===== src/rtl/ebd_pkg.sv =====
package ebd_pkg;

  // Classification of a CPU address in the emulator memory map
  typedef enum logic [1:0] {
    RGN_IO   = 2'd0,  // used I/O register
    RGN_HOLE = 2'd1,  // unused I/O location
    RGN_EXT  = 2'd2,  // external memory
    RGN_RAM  = 2'd3   // internal RAM (stack included)
  } region_t;

endpackage


===== src/rtl/ebd_region_classify.sv =====
module ebd_region_classify
  import ebd_pkg::*;
#(
  parameter int ADDR_W   = 13,
  parameter int PAGE_W   = 8,
  parameter int IO_SIZE  = 32,
  parameter int RAM_BASE = 160,
  parameter logic [IO_SIZE-1:0] HOLE_MASK = 32'hB003_E300
) (
  input  logic [ADDR_W-1:0] addr,
  output region_t           region
);

  localparam int IO_W = $clog2(IO_SIZE);
  localparam logic [PAGE_W-1:0] IO_END  = PAGE_W'(IO_SIZE);
  localparam logic [PAGE_W-1:0] RAM_LO  = PAGE_W'(RAM_BASE);

  logic              page_zero;
  logic [PAGE_W-1:0] low_byte;
  logic              is_hole;

  assign page_zero = (addr[ADDR_W-1:PAGE_W] == '0);
  assign low_byte  = addr[PAGE_W-1:0];
  assign is_hole   = HOLE_MASK[addr[IO_W-1:0]];

  always_comb begin
    if (!page_zero)              region = RGN_EXT;
    else if (low_byte < IO_END)  region = is_hole ? RGN_HOLE : RGN_IO;
    else if (low_byte < RAM_LO)  region = RGN_EXT;
    else                         region = RGN_RAM;
  end

endmodule


===== src/rtl/ebd_rdata_mux.sv =====
module ebd_rdata_mux #(
  parameter int DATA_W = 8
) (
  input  logic              ext_rd,
  input  logic              int_rd,
  input  logic [DATA_W-1:0] bus_din,
  input  logic [DATA_W-1:0] int_q,
  output logic [DATA_W-1:0] cpu_rdata
);

  always_comb begin
    if (ext_rd)      cpu_rdata = bus_din;
    else if (int_rd) cpu_rdata = int_q;
    else             cpu_rdata = '0;
  end

endmodule


===== src/rtl/extbus_decoder.sv =====
module extbus_decoder
  import ebd_pkg::*;
#(
  parameter int ADDR_W   = 13,
  parameter int DATA_W   = 8,
  parameter int IO_SIZE  = 32,
  parameter int RAM_BASE = 160,
  parameter logic [IO_SIZE-1:0] HOLE_MASK = 32'hB003_E300
) (
  input  logic              clk,
  input  logic              rst,
  input  logic              cyc_valid,
  input  logic              cyc_rd,
  input  logic [ADDR_W-1:0] cpu_addr,
  input  logic [DATA_W-1:0] int_rdata,
  input  logic [DATA_W-1:0] bus_din,
  output logic [ADDR_W-1:0] ext_addr,
  output logic              oe_n,
  output logic              ce_n,
  output logic              bus_drv_en,
  output logic [DATA_W-1:0] bus_dout,
  output logic [DATA_W-1:0] cpu_rdata,
  output logic              io_sel,
  output logic              ram_sel
);

  region_t region;
  logic    rd_now, ext_rd_now, int_rd_now;
  logic    ext_rd_q, int_rd_q;

  ebd_region_classify #(
    .ADDR_W   (ADDR_W),
    .PAGE_W   (8),
    .IO_SIZE  (IO_SIZE),
    .RAM_BASE (RAM_BASE),
    .HOLE_MASK(HOLE_MASK)
  ) u_classify (
    .addr  (cpu_addr),
    .region(region)
  );

  assign rd_now     = cyc_valid & cyc_rd;
  assign ext_rd_now = rd_now & (region == RGN_EXT);
  assign int_rd_now = rd_now & ((region == RGN_IO) | (region == RGN_RAM));

  // Registered control: one update per clock, no glitches within a cycle
  always_ff @(posedge clk) begin
    if (rst) begin
      ext_addr   <= '0;
      oe_n       <= 1'b1;
      ce_n       <= 1'b1;
      bus_drv_en <= 1'b0;
      bus_dout   <= '0;
      ext_rd_q   <= 1'b0;
      int_rd_q   <= 1'b0;
      io_sel     <= 1'b0;
      ram_sel    <= 1'b0;
    end else begin
      ext_addr   <= cpu_addr;
      oe_n       <= ~ext_rd_now;
      ce_n       <= ~ext_rd_now;
      bus_drv_en <= int_rd_now;
      ext_rd_q   <= ext_rd_now;
      int_rd_q   <= int_rd_now;
      io_sel     <= cyc_valid & (region == RGN_IO);
      ram_sel    <= cyc_valid & (region == RGN_RAM);
      if (int_rd_now) bus_dout <= int_rdata;
    end
  end

  ebd_rdata_mux #(.DATA_W(DATA_W)) u_rdata_mux (
    .ext_rd   (ext_rd_q),
    .int_rd   (int_rd_q),
    .bus_din  (bus_din),
    .int_q    (bus_dout),
    .cpu_rdata(cpu_rdata)
  );

  AST_ADDR_FOLLOWS: assert property (@(posedge clk) disable iff (rst)
    1'b1 |=> ext_addr == $past(cpu_addr));

  AST_HOLE_SILENT: assert property (@(posedge clk) disable iff (rst)
    (cyc_valid && region == RGN_HOLE) |=> (oe_n && ce_n && !bus_drv_en && !io_sel && cpu_rdata == '0));

  AST_INT_ECHO: assert property (@(posedge clk) disable iff (rst)
    int_rd_now |=> (bus_drv_en && bus_dout == $past(int_rdata)));

  AST_CE_WITH_OE: assert property (@(posedge clk) disable iff (rst)
    ce_n == oe_n);

  AST_WRITE_QUIET: assert property (@(posedge clk) disable iff (rst)
    (!cyc_valid || !cyc_rd) |=> (oe_n && ce_n && !bus_drv_en));

  AST_NO_CONTENTION: assert property (@(posedge clk) disable iff (rst)
    !(!oe_n && bus_drv_en));

endmodule


===== config.mk =====
export PLATFORM = sky130hd
export DESIGN_NAME = extbus_decoder
export DESIGN_NICKNAME = d
export VERILOG_FILES = /design/src/rtl/ebd_pkg.sv /design/src/rtl/ebd_region_classify.sv /design/src/rtl/ebd_rdata_mux.sv /design/src/rtl/extbus_decoder.sv
export SDC_FILE = /design/constraint.sdc
export NUM_CORES = 1
export LEC_CHECK = 0
export ABC_CLOCK_PERIOD_IN_PS = 5410
export BUFFER_PORTS_ARGS = -buffer_cell sky130_fd_sc_hd__buf_2
export CELL_PAD_IN_SITES_DETAIL_PLACEMENT = 0
export CELL_PAD_IN_SITES_GLOBAL_PLACEMENT = 2
export CORE_MARGIN = 2
export CORE_UTILIZATION = 23
export CTS_BUF_LIST = sky130_fd_sc_hd__clkbuf_4 sky130_fd_sc_hd__clkbuf_8 sky130_fd_sc_hd__clkbuf_16
export CTS_CLUSTER_SIZE = 25
export DETAILED_ROUTE_END_ITERATION = 6
export PLACE_DENSITY = 0.8
export RECOVER_POWER = 100
export SYNTH_ARGS = -nofsm -noshare
export SYNTH_HDL_FRONTEND = slang
export SYNTH_SLANG_ARGS = --single-unit

===== constraint.sdc =====
create_clock -name clk -period 5.41 [get_ports clk]
set_input_delay 1.082 -clock clk [delete_from_list [all_inputs] [get_ports clk]]
set_output_delay 1.082 -clock clk [all_outputs]
set_load 0.01 [all_outputs]

; Word level (Yosys, flattened, before mapping)
; Memories as Yosys holds them, arrays and structs flattened.
; Cells that the tools add are included.
[word_totals]
word_cells = 29
n_memories = 1
romBits = 32
out_inout_bits = 34
input_bits = 33
ff_bits = 26
[mem_list]
columns = name, depth, width, rd, rd_ports_with_merged_regs, write_ports, line
row1 = (name not given), 32, 1, 1, 0, 0, ebd_region_classify.sv:24  ; assign is_hole = HOLE_MASK[addr[IO_W-1:0]];
[classes]
bitwise = 7
n_lt_le_gt_ge = 3
n_mux = 7
n_eq_ne = 2
n_reduce_logical = 2
[op_table]
columns = cell, n
row1 = $mux W8, 2
row2 = $lt A8 B6 Y1 const B, 1
row3 = $lt A8 B8 Y1 const B, 1
row4 = $lt A5 B6 Y1 const B, 1
row5 = $and A1 B1 Y1, 5
row6 = $logic_not A5 Y1, 1
row7 = $eq A2 B2 Y1 const B, 2
row8 = $mux W2, 2
row9 = $mux W1, 3
row10 = $logic_not A2 Y1, 1
row11 = $not A1 Y1, 1
row12 = $or A1 B1 Y1, 1

; Logic depth before layout (Yosys ltp)
; Gate-level depths: netlist (run 1).
[depth]
depth_word = 8
depth_mapped = 10
depth_no_buf = 9

; Hierarchy
; A second synthesis (run 1) with hierarchy kept.
[hier_totals]
cells_unflattened = 107
area_unflattened_um2 = 1107.3
[modules_own_cells]
columns = module, instances, seq_area_each_um2, area_per_inst_um2, cells_each
row1 = extbus_decoder, 1, 520.5, 915.9, 80
row2 = ebd_rdata_mux, 1, 0.0, 102.6, 14
row3 = ebd_region_classify, 1, 0.0, 88.8, 13

; Worst setup path after synthesis (run 1)
; OpenSTA, ideal clock, no wires.
[synth_timing]
kind = input -> register
startpoint = in cpu_addr[9]
endpoint = reg bus_dout[0]
setup_time_ns = 0.128
path_stages = 10
path_slack_ns = 2.624
required_ns = 5.282
path_buffers = 1
arrival_time_ns = 2.659
path_cell_list = nor3_1 > nand2_1 > or4_4 > clkinv_2 > a21o_1 > ha_1 > nand3b_1 > buf_2 > mux2i_1 > nor2_1
[synth_between]
elab_chain_cells = 5
word_cells_on_any_way = 6
classes_between = eq/ne: 1 / mux: 1 / bitwise: 2 / reduce/logical: 2
[synth_rtl]
columns = item, line
row1 = from (decl), extbus_decoder.sv:14  ; input logic [ADDR_W-1:0] cpu_addr,
row2 = $logic_not A5 Y1 *, ebd_region_classify.sv:22  ; assign page_zero = (addr[ADDR_W-1:PAGE_W] == '0);
row3 = $mux W2 *, ebd_region_classify.sv:27  ; if (!page_zero) region = RGN_EXT;
row4 = $eq A2 B2 Y1 or $logic_not A2 Y1 (tied branches), extbus_decoder.sv:44  ; assign int_rd_now = rd_now & ((region == RGN_IO) | (region == RGN_RAM));
row5 = $or A1 B1 Y1 *, extbus_decoder.sv:44
row6 = $and A1 B1 Y1 *, extbus_decoder.sv:44
row7 = to (signal assigned), extbus_decoder.sv:67  ; if (int_rd_now) bus_dout <= int_rdata;
row8 = to (decl), extbus_decoder.sv:21  ; output logic [DATA_W-1:0] bus_dout,
; Every way passes the cells marked *; elsewhere a longest branch is shown, timed or not.
; A chain may end at the register's enable or synchronous reset.

; Worst setup path after layout (run 1)
[layout_timing]
startpoint = in cpu_addr[9]
endpoint = reg bus_dout[5]
; The elaborated chain is that of the path after synthesis.

==> run_results.csv, run 1 <==
group,metric,value,unit
status,status,"completed",
synthesis,postSynthCellCount,111,
clocking,numCtsBuffers,3,
pwr,leakagePower,0.000624,uW
timing,hold_violations,0,
synthesis,synth_commonest_cells,"dfxtp_1 (26), nand2_1 (18), nor2_1 (12), nor2b_1 (12), mux2i_1 (8)",
synthesis,synthArstFlopShare,0,%
synthesis,synthDistinctLibCells,25,
floorplanning,die_width,70.2,um
pwr,finalPower,358,uW
clocking,post-cts-setup-buffer-count,0,
synthesis,syn_area,0.00101,mm2
route,drtIter0Drc,19,
global_route,top_usage_layer,"met2",
clocking,cts_tree,"built",
worst_hold_path,hold_path.class,"reg2reg",
timing,skew,0,ns
floorplanning,ios,67,
timing,timing.final.crit_share,58.0,%
place,place_ws,2.09,ns
timing,maxSlewViolCount,0,
final_layout,syn2layout_area_growth,37.3,%
floorplanning,die-area,0.00492,mm2
floorplanning,fp.dieH,70.2,um
synthesis,post-synth-top-count-cell,"dfxtp_1",
setup_path,crit_type,"in2reg",
synthesis,synth_mux_area_share,7.95,%
timing,finalSetupViolCount,0,
final_layout,drive_gt1_share,21.1,%
synthesis,synth_enable_flop_cells,0,
synthesis,synth_xor_area_share,0.870,%
timing,setup_ws,2.27,ns
synthesis,ys.flop_type,"dfxtp_1",
setup_path,endpoint_kind,"flip-flop",
route,vias_per_cell,4.23,
timing,max-slew-margin-rel,37.3,%
timing,tightest_slew,0.941,ns
global_route,grt_max_degree,24,
clocking,clock_latency,0.26,ns
global_route,antenna_found_initial,0,
route,drtAntennaViolNets,0,
clocking,clockRootBuffer,"clkbuf_8",
clocking,ctsResizeCount,0,
route,dr.pass1.iters,4,
floorplanning,rows,24,
synthesis,synth.area.top_cells,"dfxtp_1 (52%), mux2i_1 (8.0%), nor2b_1 (7.5%)",
synthesis,synthAdderAreaFrac,3.73,%
timing,tns,0,ns
synthesis,synth-simple-area-share,24.2,%
global_route,overflow,0,
timing,rsz0062_at_grt,"no",
clocking,clk_path_buf_depth,2,
setup_path,worstPathMaxFanout,9,
synthesis,synth_top_family_by_area,"simple AND/OR/NAND/NOR gates",
synthesis,synth.avg_cell_area,9.07,um2
timing,fmax,319,MHz
setup_path,cp.arrival,3.27,ns
synthesis,ys_ff_latch,26,
final_layout,antenna_cells,0,
route,num_vias,960,
global_route,gr-usage-met3,3.03,%
floorplanning,coreArea,0.00429,mm2
synthesis,synth_compound_area_share,7.58,%
place,io_buffer_count,66,
route,wire_per_inst,10.7,um
timing,min_period,3.14,ns
final_layout,fin_nets,212,
route,drc,0,
setup_path,cp-start-kind,"primary input",
route,drt_wl_total,2.44,mm
global_route,met1_usage,12.0,%
place,hpwl,1.99,mm
clocking,clkTransAtPathRegs,0.09,ns
synthesis,yosys.area.top_type,"dfxtp_1",
synthesis,synth-seq-area-share,51.7,%
clocking,clock_sinks,26,
clocking,cts_max_level,1,
global_route,grt_use_met2,16.4,%
place,place_congestion,0.870,
global_route,grt_pass1_wl,3.88,mm
floorplanning,start_util,23.5,%
pwr,powerDensity,259,mW/mm2
setup_path,cp.required,5.54,ns
pwr,ir_worst_vdd,89.9,uV
synthesis,synth_fp_nets,147,
synthesis,synth_top_cell_area_share,51.7,%
global_route,first_global_vias,880,
job,cap_violations,0,
final_layout,fillers,471,
global_route,grt_usage,9.82,%
clocking,hold_buffers,0,
synthesis,synth_warnings,0,
routing by layer:
| layer | vias up | part of all wire [%] |
|---|---|---|
| met5 | - | 0 |
| met4 | 0 | 1.0 |
| met3 | 3 | 13 |
| met2 | 57 | 44 |
| met1 | 417 | 42 |
| li1 | 483 | - |
state kept, by name, indices dropped and copies added (netlist names):
register,flops
io_sel,1
ce_n,1
bus_dout,8
ram_sel,1
ext_rd_q,1
int_rd_q,1
ext_addr,13
final timing paths:
path	from	end	slack [ns]	cells past startpoint
worst max-delay path	cpu_addr[9]	bus_dout[5]	2.27	10
worst min-delay path	bus_dout[7]	bus_dout[7]	0.54	2
worst max register to register	bus_dout[5]	bus_dout[5]	4.71	2
worst min register to register	bus_dout[7]	bus_dout[7]	0.54	2
final cells by class:
cell class                 count  area [um2]  area share (%)
inverter                       3        12.5           0.905
timing repair buffer          66         287            20.7
sequential                    26         520            37.6
multi-input combinational     76         443            32.0
tap                           52        65.1            4.71
clock buffer                   4        55.1            3.98
layout by cell type, fill, tap and decap left out, types with 2 or more instances in the layout:
cell      Yosys  layout
a21oi_1       2       2
clkbuf_1      4      35
nor2b_1      12      12
o21ai_0       5       5
clkbuf_8      0       4
inv_1         2       2
mux2i_1       8       8
buf_2         1      31
dfxtp_1      26      26
nand2_1      18      18
and2_1        2       2
nor2_1       12      12
o21ai_1       4       4
ha_1          3       3
critical path, cell delays in order:
cell and delay [ns]:
buf_2 0.10, nor3_1 0.17, nand2_1 0.09, or4_1 0.48, clkinvlp_2 0.14, a21o_1 0.12
ha_1 0.22, nand3b_1 0.47, mux2i_1 0.32, nor2_1 0.06
cells by family (layout without fill, tap and decap cells):
| group | Yosys count | after routing |
|---|---|---|
| AOI/OAI and AO/OA | 14 | 14 |
| xor gates and xnor gates | 1 | 1 |
| adders and majority gates | 3 | 3 |
| buffers and inverters | 9 | 73 |
| DFF | 26 | 26 |
| muxes | 8 | 8 |
| and+or+nand+nor | 50 | 50 |
metrics by stage:
stage               utilization (%)  hold slack [ns]  area, um2  std cells
finish                         32.2            0.542       1380        227
global route                   32.2            0.587       1380        227
CTS                            33.3            0.547       1430        227
detailed placement             32.0            0.528       1380        223
global placement               32.0            0.521       1380        223
floorplan                         -            0.551       1010        111
power by group:
part           internal [uW]  switching (uW)  total, uW
clock network           65.0            57.9        123
logic                   16.9            18.0       34.8
registers                197            2.65        200
Power figures use the tool's default switching activity.
==> inputs of run 2 (changes only) <==
--- a/config.mk
+++ b/config.mk
@@ -5,16 +5,17 @@
 export SDC_FILE = /design/constraint.sdc
 export NUM_CORES = 1
 export LEC_CHECK = 0
-export ABC_CLOCK_PERIOD_IN_PS = 5410
+export ABC_AREA = 1
+export ABC_CLOCK_PERIOD_IN_PS = 2600
 export BUFFER_PORTS_ARGS = -buffer_cell sky130_fd_sc_hd__buf_2
 export CELL_PAD_IN_SITES_DETAIL_PLACEMENT = 0
 export CELL_PAD_IN_SITES_GLOBAL_PLACEMENT = 2
 export CORE_MARGIN = 2
-export CORE_UTILIZATION = 23
+export CORE_UTILIZATION = 18
 export CTS_BUF_LIST = sky130_fd_sc_hd__clkbuf_4 sky130_fd_sc_hd__clkbuf_8 sky130_fd_sc_hd__clkbuf_16
 export CTS_CLUSTER_SIZE = 25
 export DETAILED_ROUTE_END_ITERATION = 6
-export PLACE_DENSITY = 0.8
+export PLACE_DENSITY = 0.7
 export RECOVER_POWER = 100
 export SYNTH_ARGS = -nofsm -noshare
 export SYNTH_HDL_FRONTEND = slang
==> constraint.sdc (replaced) <==
create_clock -name clk -period 2.6 [get_ports clk]
set_input_delay 0.52 -clock clk [delete_from_list [all_inputs] [get_ports clk]]
set_output_delay 0.52 -clock clk [all_outputs]
set_load 0.01 [all_outputs]
==> run 2 against run 1 <==
  * Synthesized cell count up 28%
  * Highest routed layer unchanged
  * Area after synthesis up 3.6%
  * First-iteration DRC count down 5.3%
  * Global-route usage down 1.1 points
  * Largest cell class unchanged
  * Die area up 30%
  * Register-to-register slack worse by 2.8 ns
  * Critical path type is now reg2out
  * Total power up 130%
  * Cell area up 6.0%
==> run_results.csv, run 2 <==
group,metric,value,unit
synthesis,synth.area.top_cells,"dfxtp_1 (50%), nand2_1 (15%), inv_1 (6.5%)",
global_route,antenna_found_initial,0,
place,hpwl,2.31,mm
setup_path,r2r_end,"bus_dout[7]",
clocking,cts_tree,"built",
setup_path,crit_chain,"clkbuf_1, inv_1, nand3_1, nand2_1, buf_2",
clocking,clock_sinks,26,
clocking,numCtsBuffers,3,
setup_path,r2r_cells,2,
route,drtIter0Drc,18,
place,place_ws,0.485,ns
worst_hold_path,whs_path_depth,3,
timing,setup_ws,0.678,ns
job,cap_violations,0,
worst_hold_path,hp-start,"cpu_addr[8]",
timing,tns,0,ns
global_route,overflow,0,
timing,rsz0062_at_grt,"no",
clocking,clock_latency,0.26,ns
timing,max-slew-margin-rel,28.8,%
synthesis,synth_enable_flop_cells,0,
place,place_congestion,0.633,
setup_path,critPathTopFamily,"buffers and inverters",
route,drtAntennaViolNets,0,
setup_path,crit_type,"reg2out",
synthesis,syn_area,0.00104,mm2
final_layout,mostFrequentLayoutCells,"nand2_1 (42), clkbuf_1 (35), buf_2 (32)",
setup_path,timing.rr.start,"bus_dout[7]",
synthesis,synthArstFlopShare,0,%
pwr,leakagePower,0.000705,uW
timing,timing.final.crit_share,73.9,%
final_layout,fin_nets,244,
pwr,ir_worst_vdd,272,uV
synthesis,synth_fp_nets,178,
setup_path,slowest_stage,"dfxtp_1",
pwr,finalPower,826,uW
final_layout,ff_latch_area,520,um2
synthesis,synth.avg_cell_area,7.35,um2
final_layout,top_register,"ext_addr",
setup_path,cp.arrival,1.40,ns
synthesis,synth_top_cell_area_share,49.9,%
timing,tightest_slew,1.07,ns
global_route,first_global_vias,951,
route,drc,0,
place,io_buffer_count,66,
setup_path,endpoint_kind,"output pin",
final_layout,syn2layout_area_growth,40.4,%
status,status,"completed",
floorplanning,die-area,0.00642,mm2
synthesis,yosys.area.top_type,"dfxtp_1",
synthesis,synth_warnings,0,
setup_path,worstPathMaxFanout,9,
global_route,grt_usage,8.73,%
worst_hold_path,hold_path.class,"in2reg",
final_layout,antenna_cells,0,
global_route,grt_max_degree,26,
route,num_vias,1034,
clocking,clockRootBuffer,"clkbuf_8",
setup_path,r2r_setup_slack,1.94,ns
floorplanning,rows,27,
timing,fmax,520,MHz
global_route,grt_pass1_wl,4.40,mm
floorplanning,coreArea,0.00554,mm2
timing,finalSetupViolCount,0,
final_layout,instances_no_fill,279,
clocking,hold_buffers,0,
worst_hold_path,min_to,"ext_addr[8]",
clocking,clk_path_buf_depth,2,
synthesis,synthDistinctLibCells,16,
floorplanning,fp.dieH,80.1,um
synthesis,synth-seq-area-share,49.9,%
route,vias_per_cell,3.71,
timing,skew,0,ns
timing,hold_violations,0,
final_layout,largest_reg_flops,13,
final_layout,mostFrequentLayoutCell,"nand2_1",
synthesis,synth_commonest_cells,"nand2_1 (42), dfxtp_1 (26), inv_1 (18), nor2_1 (18), nand3_1 (12)",
clocking,cts_max_level,1,
clocking,clkTransAtPathRegs,0.09,ns
place,dpl.cell_count,275,
setup_path,slowest_delay,0.32,ns
final_layout,drive_gt1_share,18.8,%
clocking,post-cts-setup-buffer-count,0,
timing,maxSlewViolCount,0,
final_layout,multi_input_area,420,um2
synthesis,ys_ff_latch,26,
setup_path,cp.required,2.08,ns
final_layout,fillers,660,
floorplanning,start_util,18.8,%
timing,min_period,1.92,ns
route,dr.pass1.iters,4,
synthesis,ys.flop_type,"dfxtp_1",
floorplanning,ios,67,
synthesis,post-synth-top-count-cell,"nand2_1",
setup_path,cp-start-kind,"flip-flop",
final_layout,reg_top3,"ext_addr x13, bus_dout x8",
pwr,powerDensity,564,mW/mm2
route,drt_wl_total,2.86,mm
timing,whs,0.460,ns
clocking,ctsResizeCount,0,
floorplanning,die_width,80.1,um
setup_path,timing.critical_path.buf_inv,3,
synthesis,postSynthCellCount,142,
route,wire_per_inst,10.3,um
run 2: layout make-up:
type | instances | share of cell area [%]
Tap cell | 72 | 6.15
Inverter | 19 | 4.87
Sequential cell | 26 | 35.5
Multi-Input combinational cell | 91 | 28.7
Clock inverter | 1 | 2.05
Clock buffer | 3 | 2.82
Timing Repair Buffer | 67 | 19.9
run 2: cells by family (layout without fill, tap and decap cells):
logic type	count (synthesis)	count (layout)	synth area share [%]
simple gates	77	77	31.4
flops	26	26	49.9
buf+inv	25	90	9.83
compound gates	11	11	5.28
fa+ha+maj	3	3	3.60
run 2: worst reg2reg max path, cell delays in order (launching register included):
cell     delay (ns)
dfxtp_1        0.38
nand2_1        0.07
a21oi_1        0.13
run 2: per-stage QoR:
stage	cell area (um2)	util, %
2_1_floorplan	1040	-
3_3_place_gp	1440	26.0
6_report	1470	26.4
5_1_grt	1470	26.4
3_5_place_dp	1440	26.0
4_1_cts	1510	27.3
run 2: metal layers:
metal,vias up,GRT usage [%],part of all wire [%],wire length (um)
met4,0,2.54,0.84,24
met5,-,0,0,0
met3,2,1.80,8.7,249
met2,43,14.8,44,1260
li1,558,-,-,-
met1,431,11.1,46,1330
run 2: worst max path at each step:
stage | startpoint | end | slack [ns] | depth (start not counted)
finish | ext_rd_q | cpu_rdata[1] | 0.68 | 5
detailed placement | cpu_addr[9] | bus_dout[7] | 0.49 | 10
floorplan | cpu_addr[9] | bus_dout[4] | 0.82 | 9
global route | ext_rd_q | cpu_rdata[2] | 0.48 | 5
global placement | cpu_addr[9] | bus_dout[7] | 0.45 | 10
CTS | cpu_addr[9] | bus_dout[7] | 0.78 | 10
run 2: report_power, final:
group	switching (uW)	total, uW	internal, uW	leakage [uW]
logic	47.1	79.7	32.6	0.000456
registers	3.58	414	410	0.000213
clock network	127	332	206	0.0000357
==> inputs of run 3 (changes only) <==
--- a/config.mk
+++ b/config.mk
@@ -6,7 +6,7 @@
 export NUM_CORES = 1
 export LEC_CHECK = 0
 export ABC_AREA = 1
-export ABC_CLOCK_PERIOD_IN_PS = 2600
+export ABC_CLOCK_PERIOD_IN_PS = 1700
 export BUFFER_PORTS_ARGS = -buffer_cell sky130_fd_sc_hd__buf_2
 export CELL_PAD_IN_SITES_DETAIL_PLACEMENT = 0
 export CELL_PAD_IN_SITES_GLOBAL_PLACEMENT = 2
==> constraint.sdc (replaced) <==
create_clock -name clk -period 1.7 [get_ports clk]
set_input_delay 0.34 -clock clk [delete_from_list [all_inputs] [get_ports clk]]
set_output_delay 0.34 -clock clk [all_outputs]
set_load 0.01 [all_outputs]
==> run 3 against run 2 <==
  * Global-route usage up 0.74 points
  * Via count up 5.6%
  * Sequential power up 53%
==> run_results.csv, run 3 (synthesis results as in run 2) <==
group,metric,value,unit
floorplanning,coreArea,0.00554,mm2
global_route,grt_use_met2,15.8,%
floorplanning,die-area,0.00642,mm2
timing,finalSetupViolCount,0,
route,drc,0,
timing,max-slew-margin-rel,69.8,%
final_layout,antenna_cells,0,
global_route,first_global_vias,1056,
worst_hold_path,hold_path.class,"in2reg",
setup_path,slowest_stage,"ha_4",
route,drtAntennaViolNets,0,
pwr,powerDensity,811,mW/mm2
clocking,cts_tree,"built",
global_route,overflow,0,
setup_path,timing.rr.start,"bus_dout[4]",
pwr,leakagePower,0.000790,uW
final_layout,largest_reg_flops,13,
clocking,numCtsBuffers,3,
floorplanning,start_util,18.8,%
global_route,grt_usage,9.47,%
final_layout,fin_nets,258,
clocking,clock_sinks,26,
setup_path,crit_chain,"buf_2, inv_1, nand3_1, nor2_1, nand3_1, a21oi_1, ha_4, nor2_8, inv_4, nand2_1, a21oi_1",
floorplanning,die_width,80.1,um
timing,maxSlewViolCount,0,
setup_path,crit_path_start,"cpu_addr[6]",
place,io_buffer_count,66,
setup_path,r2r_end,"bus_dout[4]",
pwr,seqPwrFrac,48.9,%
setup_path,r2r_setup_slack,1.09,ns
clocking,clockRootBuffer,"clkbuf_8",
pwr,switching_share,21.8,%
final_layout,top_register,"ext_addr",
timing,skew,0,ns
status,status,"completed",
final_layout,mostFrequentLayoutCells,"nand2_1 (42), buf_2 (36), clkbuf_1 (30)",
setup_path,slowest_delay,0.28,ns
global_route,gr-usage-met3,2.47,%
floorplanning,rows,27,
route,drt_wl_total,2.94,mm
timing,tightest_slew,0.453,ns
job,cap_violations,0,
route,dr.pass1.iters,4,
global_route,top_usage_layer,"met2",
setup_path,cp-start-kind,"primary input",
floorplanning,fp.dieH,80.1,um
final_layout,drive_gt1_share,26.7,%
clocking,clock_latency,0.27,ns
clocking,clkTransAtPathRegs,0.09,ns
clocking,clk_path_buf_depth,2,
global_route,met1_usage,11.8,%
clocking,cts_max_level,1,
timing,timing.final.crit_share,89.3,%
timing,fmax,659,MHz
route,drtIter0Drc,39,
pwr,internal-power,1010,uW
setup_path,worstPathMaxFanout,9,
setup_path,cp-endpoint,"bus_dout[7]",
timing,min_period,1.52,ns
final_layout,reg_top3,"ext_addr x13, bus_dout x8",
global_route,antenna_found_initial,0,
setup_path,cp.required,1.85,ns
pwr,combinationalPowerShare,11.2,%
route,vias_per_cell,3.73,
clocking,hold_buffers,0,
pwr,ir_worst_vdd,347,uV
final_layout,mostFrequentLayoutCell,"nand2_1",
final_layout,instances_no_fill,293,
final_layout,syn2layout_area_growth,52.9,%
setup_path,cp.arrival,1.66,ns
setup_path,crit_type,"in2reg",
timing,tns,0,ns
pwr,power_switching,282,uW
setup_path,endpoint_kind,"flip-flop",
timing,hold_violations,0,
global_route,grt_pass1_wl,4.81,mm
timing,rsz0062_at_grt,"no",
place,hpwl,2.30,mm
setup_path,r2r_cells,2,
floorplanning,ios,67,
place,place_congestion,0.655,
pwr,p_clk_share,39.9,%
place,dpl.cell_count,288,
route,wire_per_inst,10.0,um
global_route,grt_max_degree,26,
final_layout,fillers,654,
route,num_vias,1092,
## run 3: what timing repair did
action                     CTS  global route
buffers inserted             0             0
resized for setup            0             3
setup endpoints to repair    0             8
hold endpoints to repair     0             0
## run 3: power groups by stage
| stage | sequential, uW | combinational, uW | clock, uW |
|---|---|---|---|
| after floorplan | 656 | 50.0 | 0 |
| after global placement | 647 | 153 | 0 |
| after detailed placement | 647 | 152 | 0 |
| after CTS | 633 | 153 | 538 |
| after global routing | 635 | 165 | 567 |
| final | 633 | 145 | 516 |
## run 3: metrics by stage
stage / utilization (%) / setup WS, ns / cell area [um2] / power [uW] / hold WS, ns
CTS: 29.0 / 0.0593 / 1610 / 1320 / 0.266
floorplan: - / 0.0961 / 1040 / 706 / 0.447
global placement: 27.8 / -0.243 / 1540 / 800 / 0.468
global route: 28.8 / 0.00734 / 1600 / 1370 / 0.269
finish: 28.8 / 0.183 / 1600 / 1290 / 0.275
detailed placement: 27.8 / -0.237 / 1540 / 799 / 0.479
## run 3: layer usage
metal	share of wire (%)	wire, um
met2	45	1320
met1	44	1300
met3	9.8	288
met5	0	0
met4	1.1	33
## run 3: critical path, delay by kind of cell
kind,cells,cell delay (ns)
AOI/OAI and AO/OA,2,0.32
and+or+nand+nor,5,0.49
buffers and inverters,3,0.23
adders and majority gates,1,0.28
## run 3: cell type report
| class | count | area, um2 | share of cell area [%] |
|---|---|---|---|
| sequential | 26 | 520 | 32.6 |
| multi-input combinational | 92 | 442 | 27.7 |
| timing repair buffer | 80 | 398 | 24.9 |
| tap | 72 | 90.1 | 5.65 |
| inverter | 19 | 73.8 | 4.63 |
| clock buffer | 3 | 41.3 | 2.59 |
| clock inverter | 1 | 30.0 | 1.88 |
## run 3: worst min path at each step
stage	from	endpoint	slack, ns	cells past startpoint
floorplan	cpu_addr[0]	ext_addr[0]	0.45	2
global placement	bus_dout[3]	bus_dout[3]	0.47	2
detailed placement	bus_dout[3]	bus_dout[3]	0.48	2
CTS	cpu_addr[8]	ext_addr[8]	0.27	3
global route	cpu_addr[8]	ext_addr[8]	0.27	3
finish	cpu_addr[12]	ext_addr[12]	0.27	3
